File: src/rtl/led_status_pkg.sv
package led_status_pkg;

   typedef enum logic [2:0] {
      SHOW_DARK,
      SHOW_HALT,
      SHOW_PERIPH,
      SHOW_NOADDR,
      SHOW_NOCOMM,
      SHOW_RUN
   } show_e;

   typedef enum logic [1:0] {
      LAMP_OFF,
      LAMP_ON,
      LAMP_BLINK,
      LAMP_BLINK_INV
   } lamp_e;

   localparam int unsigned LAMP_GREEN = 0;
   localparam int unsigned LAMP_RED   = 1;
   localparam int unsigned NUM_LAMPS  = 2;

   // Pattern table: one mode per lamp for each displayed state.
   function automatic lamp_e lamp_mode(input show_e s, input int unsigned lamp);
      lamp_e m;
      m = LAMP_OFF;
      case (s)
         SHOW_DARK:   m = LAMP_OFF;
         SHOW_HALT:   m = (lamp == LAMP_RED)   ? LAMP_BLINK : LAMP_OFF;
         SHOW_PERIPH: m = (lamp == LAMP_GREEN) ? LAMP_BLINK : LAMP_BLINK_INV;
         SHOW_NOADDR: m = (lamp == LAMP_GREEN) ? LAMP_BLINK : LAMP_ON;
         SHOW_NOCOMM: m = (lamp == LAMP_RED)   ? LAMP_ON    : LAMP_OFF;
         SHOW_RUN:    m = (lamp == LAMP_GREEN) ? LAMP_ON    : LAMP_OFF;
         default:     m = LAMP_OFF;
      endcase
      return m;
   endfunction

endpackage

File: src/rtl/led_blink_timer.sv
module led_blink_timer #(
   parameter int unsigned HALF_CYCLES = 8
) (
   input  logic clk,
   input  logic rst_n,
   output logic phase
);
   localparam int unsigned CNT_W = (HALF_CYCLES > 1) ? $clog2(HALF_CYCLES) : 1;
   localparam logic [CNT_W-1:0] LAST = CNT_W'(HALF_CYCLES - 1);

   logic [CNT_W-1:0] cnt;
   logic             wrap;

   assign wrap = (cnt == LAST);

   // Cleared by hard reset only; no soft-reset input exists here.
   always_ff @(posedge clk or negedge rst_n) begin
      if (!rst_n) begin
         cnt <= '0;
      end else if (wrap) begin
         cnt <= '0;
      end else begin
         cnt <= cnt + 1'b1;
      end
   end

   always_ff @(posedge clk or negedge rst_n) begin
      if (!rst_n) begin
         phase <= 1'b0;
      end else if (wrap) begin
         phase <= ~phase;
      end
   end

   assert_phase_hold_R9: assert property (@(posedge clk) disable iff (!rst_n)
      !wrap |=> $stable(phase));

   assert_phase_flip_R9: assert property (@(posedge clk) disable iff (!rst_n)
      wrap |=> (phase != $past(phase)));

endmodule

File: src/rtl/led_status_arbiter.sv
module led_status_arbiter
   import led_status_pkg::*;
(
   input  logic  supply_ok,
   input  logic  soft_reset,
   input  logic  supply_overload,
   input  logic  periph_fault_n,
   input  logic  addr_zero,
   input  logic  addr_mismatch,
   input  logic  wdog_fired,
   output show_e show
);
   always_comb begin
      if (!supply_ok) begin
         show = SHOW_DARK;
      end else if (soft_reset || supply_overload) begin
         show = SHOW_HALT;
      end else if (!periph_fault_n) begin
         show = SHOW_PERIPH;
      end else if (addr_zero || addr_mismatch) begin
         show = SHOW_NOADDR;
      end else if (wdog_fired) begin
         show = SHOW_NOCOMM;
      end else begin
         show = SHOW_RUN;
      end
   end
endmodule

File: src/rtl/led_lamp_driver.sv
module led_lamp_driver
   import led_status_pkg::*;
#(
   parameter int unsigned LAMPS = 2
) (
   input  logic             clk,
   input  logic             rst_n,
   input  logic             phase,
   input  lamp_e            mode [LAMPS],
   output logic [LAMPS-1:0] lamp_n
);
   for (genvar i = 0; i < LAMPS; i++) begin : g_lamp
      logic lit;

      always_comb begin
         case (mode[i])
            LAMP_ON:        lit = 1'b1;
            LAMP_BLINK:     lit = phase;
            LAMP_BLINK_INV: lit = ~phase;
            default:        lit = 1'b0;
         endcase
      end

      always_ff @(posedge clk or negedge rst_n) begin
         if (!rst_n) begin
            lamp_n[i] <= 1'b1;
         end else begin
            lamp_n[i] <= ~lit;
         end
      end

      assert_lamp_steady_R3: assert property (@(posedge clk) disable iff (!rst_n)
         (mode[i] == LAMP_ON) |=> !lamp_n[i]);

      assert_lamp_dark_R3: assert property (@(posedge clk) disable iff (!rst_n)
         (mode[i] == LAMP_OFF) |=> lamp_n[i]);
   end
endmodule

File: src/rtl/led_status_encoder.sv
module led_status_encoder
   import led_status_pkg::*;
#(
   parameter int unsigned CLK_HZ       = 5333333,
   parameter int unsigned BLINK_HZ_X10 = 25
) (
   input  logic clk,
   input  logic rst_n,
   input  logic supply_ok,
   input  logic soft_reset,
   input  logic supply_overload,
   input  logic periph_fault_n,
   input  logic addr_zero,
   input  logic addr_mismatch,
   input  logic wdog_fired,
   output logic green_n,
   output logic red_n
);
   localparam int unsigned HALF_CYCLES = (CLK_HZ * 5) / BLINK_HZ_X10;

   initial begin
      assert (BLINK_HZ_X10 >= 20 && BLINK_HZ_X10 <= 30)
         else $error("blink rate out of 2..3 Hz");
      assert (CLK_HZ <= 800000000) else $error("clock rate too large");
      assert (HALF_CYCLES >= 2) else $error("half period below two cycles");
   end

   show_e                  show;
   lamp_e                  mode [NUM_LAMPS];
   logic                   phase;
   logic [NUM_LAMPS-1:0]   lamp_n;

   led_blink_timer #(.HALF_CYCLES(HALF_CYCLES)) u_timer (
      .clk   (clk),
      .rst_n (rst_n),
      .phase (phase)
   );

   led_status_arbiter u_arb (
      .supply_ok       (supply_ok),
      .soft_reset      (soft_reset),
      .supply_overload (supply_overload),
      .periph_fault_n  (periph_fault_n),
      .addr_zero       (addr_zero),
      .addr_mismatch   (addr_mismatch),
      .wdog_fired      (wdog_fired),
      .show            (show)
   );

   for (genvar i = 0; i < NUM_LAMPS; i++) begin : g_mode
      assign mode[i] = lamp_mode(show, i);
   end

   led_lamp_driver #(.LAMPS(NUM_LAMPS)) u_drv (
      .clk    (clk),
      .rst_n  (rst_n),
      .phase  (phase),
      .mode   (mode),
      .lamp_n (lamp_n)
   );

   assign green_n = lamp_n[LAMP_GREEN];
   assign red_n   = lamp_n[LAMP_RED];

   assert_dark_R2: assert property (@(posedge clk) disable iff (!rst_n)
      !supply_ok |=> (green_n && red_n));

   assert_halt_green_R4: assert property (@(posedge clk) disable iff (!rst_n)
      (supply_ok && (soft_reset || supply_overload)) |=> green_n);

   assert_alternate_R5: assert property (@(posedge clk) disable iff (!rst_n)
      (supply_ok && !soft_reset && !supply_overload && !periph_fault_n)
      |=> (green_n != red_n));

   assert_noaddr_red_R6: assert property (@(posedge clk) disable iff (!rst_n)
      (supply_ok && !soft_reset && !supply_overload && periph_fault_n
       && (addr_zero || addr_mismatch)) |=> !red_n);

   assert_nocomm_R7: assert property (@(posedge clk) disable iff (!rst_n)
      (supply_ok && !soft_reset && !supply_overload && periph_fault_n
       && !addr_zero && !addr_mismatch && wdog_fired) |=> (green_n && !red_n));

endmodule

File: config.mk
export PLATFORM = sky130hd
export DESIGN_NAME = led_status_encoder
export DESIGN_NICKNAME = d
export VERILOG_FILES = /design/src/rtl/led_status_pkg.sv /design/src/rtl/led_blink_timer.sv /design/src/rtl/led_status_arbiter.sv /design/src/rtl/led_lamp_driver.sv /design/src/rtl/led_status_encoder.sv
export SDC_FILE = /design/constraint.sdc
export NUM_CORES = 1
export LEC_CHECK = 0
export ABC_CLOCK_PERIOD_IN_PS = 2550
export CAP_MARGIN = 15
export CELL_PAD_IN_SITES_DETAIL_PLACEMENT = 2
export CELL_PAD_IN_SITES_GLOBAL_PLACEMENT = 2
export CORE_UTILIZATION = 36
export DETAILED_ROUTE_END_ITERATION = 10
export GPL_TIMING_DRIVEN = 1
export PLACE_DENSITY = 0.86
export SKIP_LAST_GASP = 1
export SYNTH_ARGS = -nofsm -noshare
export SYNTH_HDL_FRONTEND = slang
export SYNTH_SLANG_ARGS = --single-unit
File: constraint.sdc
create_clock -name clk -period 2.55 [get_ports clk]
set_clock_uncertainty 0.2 [all_clocks]
set_input_delay 0.51 -clock clk [delete_from_list [all_inputs] [get_ports clk]]
set_output_delay 0.51 -clock clk [all_outputs]
set_load 0.03 [all_outputs]
==> results of run 1 <==
## layout make-up
type / count / share of cell area (%)
tap: 44 / 3.978
sequential: 24 / 43.58
multi-input combinational: 80 / 40.14
inverter: 3 / 0.8137
timing repair buffer: 13 / 8.861
clock buffer: 4 / 2.622
## routing by layer
| layer | up-vias | wire length, um |
|---|---|---|
| li1 | 410 | - |
| met4 | 0 | 0 |
| met5 | - | 0 |
| met3 | 0 | 41 |
| met2 | 2 | 1584 |
| met1 | 453 | 1289 |
## final timing paths
path                                      start              end
worst max-delay path            u_drv.lamp_n[1]            red_n
worst min-delay path            u_timer.cnt[12]  u_timer.cnt[12]
worst max register to register   u_timer.cnt[1]    u_timer.phase
worst min register to register  u_timer.cnt[12]  u_timer.cnt[12]
max in group asynchronous                 rst_n  u_drv.lamp_n[1]
min in group asynchronous                 rst_n  u_timer.cnt[11]
## cells in the mapped netlist (all sizes together) (3+ instances only)
| library cell | instances |
|---|---|
| and3 | 3 |
| and4 | 4 |
| buf | 4 |
| dfrtp | 22 |
| inv | 3 |
| nand2 | 8 |
| nand3 | 7 |
| nand4 | 7 |
| nor2 | 13 |
| xnor2 | 7 |
| xor2 | 12 |
## sequential cells by signal, indices dropped and copies added, names as in the netlist
register       flops
u_drv.lamp_n       2
u_timer.cnt       21
u_timer.phase      1
## power groups by stage
stage / sequential [mW] / combinational (mW) / clock (mW)
after global placement: 0.389 / 0.0281 / 0
final: 0.382 / 0.0291 / 0.201
after detailed placement: 0.389 / 0.0299 / 0
after global routing: 0.382 / 0.0322 / 0.227
after floorplan: 0.391 / 0.00251 / 0
after CTS: 0.382 / 0.0299 / 0.212
## cells by family after synthesis
family,count (synthesis),synth area share (%)
flip-flops,24,50.31
AND/OR/NAND/NOR,55,27.77
AO/OA/AOI/OAI,4,1.983
XOR/XNOR,19,14.51
adder cells (fa/ha/maj),2,2.087
buffers and inverters,7,3.340
## metrics by stage
stage                     util [%]  setup slack, ps  power [mW]  std cells
final                        44.60            317.2      0.6118        168
after floorplan                  -            719.5      0.3934        111
after global routing         44.60            275.0      0.6413        168
after CTS                    44.60            296.6      0.6236        168
after detailed placement     43.43            108.4      0.4191        164
after global placement       43.43            272.7      0.4173        164
## placed cells by master (no fill, tap or decap), types with 2 or more instances in the layout
master,netlist,layout
nor3_1,2,2
xnor2_1,7,7
nand2_1,8,8
nand3_1,7,7
nor2_1,13,13
clkbuf_4,0,3
and3_1,3,3
nor4bb_1,2,2
buf_4,1,3
clkdlybuf4s50_1,0,10
nand4_1,6,6
dfstp_2,2,2
ha_1,2,2
and4_1,4,4
xor2_1,11,11
o21ai_0,2,2
inv_1,3,3
dfrtp_1,22,22
==> impl_metrics.ini, run 1 <==
[synthesis]
syn_area_mm2 = 0.001199
yosysWarnings = 0
synth_nets = 122
synth.area.top_cells = dfrtp_1, xor2_1, xnor2_1
synth_seq_cells = 24
synth.distinct_cells = 31
avgSynthCellArea_um2 = 10.80
yosysSeqAreaShare_pct = 50.31
yosys.area.top_type = dfrtp_1
async_flop_share_pct = 100.0
netlist.area_leader.share_pct = 45.93
synthCells = 111
synth-main-ff-cell = dfrtp_1
synth_edf_count = 0

[power_and_ir_drop]
clkPwrFrac_pct = 32.8
cellLeakagePower_nw = 0.6070
power.density_mw_per_mm2 = 442.1
combinationalPowerShare_pct = 4.8
pwr-share-seq_pct = 62.5
ir_worst_vdd_mv = 0.1911
p_sw_uw = 128.1
internal-power_uw = 483.7
swShare_pct = 20.94

[worst_hold_path]
whs_path_depth = 1
min_path_type = reg2reg

[floorplan]
die_h_um = 59.70
die-area_mm2 = 0.003564
rows = 20
start_util_pct = 38.63
coreArea_mm2 = 0.003103
die_x_um = 59.70
ioPinCount = 11

[worst_setup_path]
slowest_stage = clkdlybuf4s50_1
critPathArrivalTime_ps = 1520
path_buf_inv = 1
critPathKind = reg2out
end_kind = output port
cp_max_fo = 1
r2r_cells = 7
cp_num_cells = 1
cpLargestDelayFamily = buffers and inverters
crit_required_ps = 1840
max_stage_delay_ps = 670
worstSetupStartpointType = flop
r2r_slack_ps = 390
path_cells = clkdlybuf4s50_1

[sta]
tightest_slew_ps = 520.3
rsz0062_at_grt = no
setup_violations = 0
fin_crit_sh_pct = 87.56
max_freq_ghz = 0.4479
slew_headroom_pct = 64.84
hold_ws_ps = 308.2
period_needed_ps = 2233
timing_hold_violations_final = 0
slew_viol_final = 0
finalSetupTns_ps = 0

[detailed_routing]
drc = 0
drt_iter0_markers = 22
via_per_inst = 5.149
firstDrtPassIters = 4
drt-total-wl_um = 2915
wl_per_cell_um = 17.35
ant_nets = 0
via_count = 865

[clock_network]
clk_latency_ps = 310
hold_buffers = 0
h-tree-depth = 1
post_cts_buffers = 0
cts.sinks = 24
cts_inserted_buffers = 3
clock_path_buffers = 2
cts_resized = 0
clkTransAtPathRegs_ps = 130
cts_tree = yes
cts_root_buffer = clkbuf_4

[layout]
layout-drive-gt1-share_pct = 11.29
area_delta_synth_final_pct = 15.45
diodes = 0
fillers = 355
design_area_mm2 = 0.001384
multi_input_area_um2 = 555.5
layout.nets = 136
regArea_um2 = 603.1

[global_routing]
grt_max_degree = 25
grt_pass1_vias = 961
grtUsageMet1_pct = 23.46
antenna_found_initial = 0
grt_use_total_pct = 18.76
busiest_layer = met2
grt_use_met2_pct = 33.97
grt_remaining_overflow = 0
grt_use_met3_pct = 3.463
grt_first_pass_wirelength_um = 4905

[placed_design]
port_buffers = 10
place_hpwl_um = 2268
placed_cell_area_mm2 = 0.001348
gp_congestion = 0.7851

[job]
maxCapViolCount = 0

[run_status]
status = completed
No activity file was read; power rests on OpenSTA's default activity.
==> run 2, diff against run 1 <==
--- a/config.mk
+++ b/config.mk
@@ -5,14 +5,13 @@
 export SDC_FILE = /design/constraint.sdc
 export NUM_CORES = 1
 export LEC_CHECK = 0
-export ABC_CLOCK_PERIOD_IN_PS = 2550
+export ABC_CLOCK_PERIOD_IN_PS = 1900
 export CAP_MARGIN = 15
 export CELL_PAD_IN_SITES_DETAIL_PLACEMENT = 2
 export CELL_PAD_IN_SITES_GLOBAL_PLACEMENT = 2
-export CORE_UTILIZATION = 36
+export CORE_UTILIZATION = 33
 export DETAILED_ROUTE_END_ITERATION = 10
-export GPL_TIMING_DRIVEN = 1
-export PLACE_DENSITY = 0.86
+export PLACE_DENSITY = 0.83
 export SKIP_LAST_GASP = 1
 export SYNTH_ARGS = -nofsm -noshare
 export SYNTH_HDL_FRONTEND = slang
==> constraint.sdc (replaced) <==
create_clock -name clk -period 1.9 [get_ports clk]
set_clock_uncertainty 0.2 [all_clocks]
set_input_delay 0.38 -clock clk [delete_from_list [all_inputs] [get_ports clk]]
set_output_delay 0.38 -clock clk [all_outputs]
set_load 0.03 [all_outputs]
==> impl_metrics.ini, run 2 (synthesis results as in run 1) <==
[clock_network]
cts_inserted_buffers = 3
clk_latency_ps = 310
clkTransAtPathRegs_ps = 130
cts_root_buffer = clkbuf_4
clock_path_buffers = 2
h-tree-depth = 1
hold_buffers = 0
cts.sinks = 24
cts_tree = yes

[worst_setup_path]
critPathArrivalTime_ps = 1940
cp_max_fo = 5
end_kind = flop
critPathKind = reg2reg
worstSetupStartpointType = flop
slowest_stage = or4_4
crit_required_ps = 1940
cpLargestDelayFamily = simple AND/OR/NAND/NOR gates
path_buf_inv = 2
max_stage_delay_ps = 540
path_cells = or4_4 > nor4_4 > buf_4 > buf_12 > xor2_2
r2r_slack_ps = 6

[placed_design]
preCtsSetupSlack_ps = -377.3
place_hpwl_um = 2122
gp_congestion = 0.7608
port_buffers = 10
place_inst = 175
placed_cell_area_mm2 = 0.001430

[layout]
design_area_mm2 = 0.001551
layout.nets = 152
final_util_pct = 45.42
diodes = 0
area_delta_synth_final_pct = 29.44
layout_commonest_cell = dfrtp_1
layout-drive-gt1-share_pct = 23.02
final_cell_count_no_fill = 185
top_regs = u_timer.cnt (21), u_drv.lamp_n (2), u_timer.phase (1)
largest_reg_flops = 21
final_cell_mix = dfrtp_1, buf_4, nor2_1, xor2_1
fillers = 368
regArea_um2 = 603.1
multi_input_area_um2 = 579.3
regMostFlops = u_timer.cnt

[power_and_ir_drop]
swShare_pct = 21.82
ir_worst_vdd_mv = 0.2562
cellLeakagePower_nw = 0.6933
total_power_uw = 776.4
power.density_mw_per_mm2 = 500.4
p_sw_uw = 169.4
pwr-share-seq_pct = 66.0
clkPwrFrac_pct = 28.8
combinationalPowerShare_pct = 5.1
internal-power_uw = 607.0

[global_routing]
grt_pass1_vias = 1023
grt_use_total_pct = 16.13
antenna_found_initial = 0
grt_max_degree = 25
grt_first_pass_wirelength_um = 4940
grt_remaining_overflow = 0

[detailed_routing]
drc = 0
m1WireLength_um = 1299
via_per_inst = 4.957
drt-total-wl_um = 2981
met3_length_um = 39
wl_per_cell_um = 16.11
routed.top_layer = met3
ant_nets = 0
met2_length_um = 1641
via_count = 917
firstDrtPassIters = 4
drt_iter0_markers = 33

[sta]
timing_hold_violations_final = 0
fin_crit_sh_pct = 99.66
setup_violations = 0
period_needed_ps = 1894
fin_ws_ps = 6.476
slew_viol_final = 0
max_freq_ghz = 0.5281
tightest_slew_ps = 303.9
rsz0062_at_grt = yes
slew_headroom_pct = 79.47

[floorplan]
coreArea_mm2 = 0.003416
die-area_mm2 = 0.003878
die_x_um = 62.27
start_util_pct = 35.09
rows = 21
die_h_um = 62.27
ioPinCount = 11

[job]
maxCapViolCount = 0

[worst_hold_path]
min_path_type = in2async

[run_status]
status = completed
run 2: cell types whose count changed in the layout (fill, tap and decap cells not counted):
| cell | previous run | this run |
|---|---|---|
| and4_1 | 4 | 3 |
| and4_4 | 0 | 1 |
| buf_12 | 0 | 1 |
| buf_4 | 3 | 17 |
| bufbuf_16 | 0 | 1 |
| clkbuf_8 | 1 | 0 |
| clkdlybuf4s50_1 | 10 | 8 |
| dlygate4sd2_1 | 0 | 2 |
| nor4b_1 | 1 | 0 |
| nor4b_2 | 0 | 1 |
| nor4bb_1 | 2 | 1 |
| nor4bb_4 | 0 | 1 |
run 2: layout make-up:
| type | instances | share of cell area, % |
|---|---|---|
| well taps | 46 | 3.710 |
| inverters | 3 | 0.7258 |
| flip-flops and latches | 24 | 38.87 |
| multi-input cells | 80 | 37.34 |
| repair buffers | 29 | 17.90 |
| clock buffers | 3 | 1.452 |
run 2: per-stage QoR:
stage          TNS, ps  hold slack (ps)
2_1_floorplan        0           -115.6
3_3_place_gp    -287.2            278.5
3_5_place_dp    -450.8            295.8
4_1_cts              0            213.8
5_1_grt         -322.3            251.3
6_report             0            211.7
run 2: routing by layer:
metal  GRT usage, %  vias up
met5              0        -
met4          2.616        0
met3          1.838        0
met2          30.22        5
met1          20.00      470
li1               -      442
run 2: path summary, 6_finish.rpt:
path / startpoint / end / depth (start not counted)
worst max-delay path: u_timer.cnt[12] / u_timer.phase / 5
worst max register to register: u_timer.cnt[12] / u_timer.phase / 5
min in group clk: u_timer.cnt[0] / u_timer.cnt[0] / 1
worst min register to register: u_timer.cnt[0] / u_timer.cnt[0] / 1
max in group asynchronous: rst_n / u_drv.lamp_n[1] / 2
worst min-delay path: rst_n / u_timer.cnt[12] / 2
run 2: power groups by stage:
stage          Sequential (mW)  Clock (mW)  Combinational [mW]
3_3_place_gp             0.522           0              0.0391
6_report                 0.513       0.224              0.0397
2_1_floorplan            0.525           0             0.00337
5_1_grt                  0.513       0.252              0.0443
3_5_place_dp             0.522           0              0.0404
4_1_cts                  0.513       0.238              0.0408
run 2: timing repair:
item / 4_1_cts / 5_1_grt
setup endpoints to repair: 14 / 11
pin swaps: 2 / 3
buffers inserted: 3 / 3
resized for setup: 7 / 0
cloned: 1 / 0
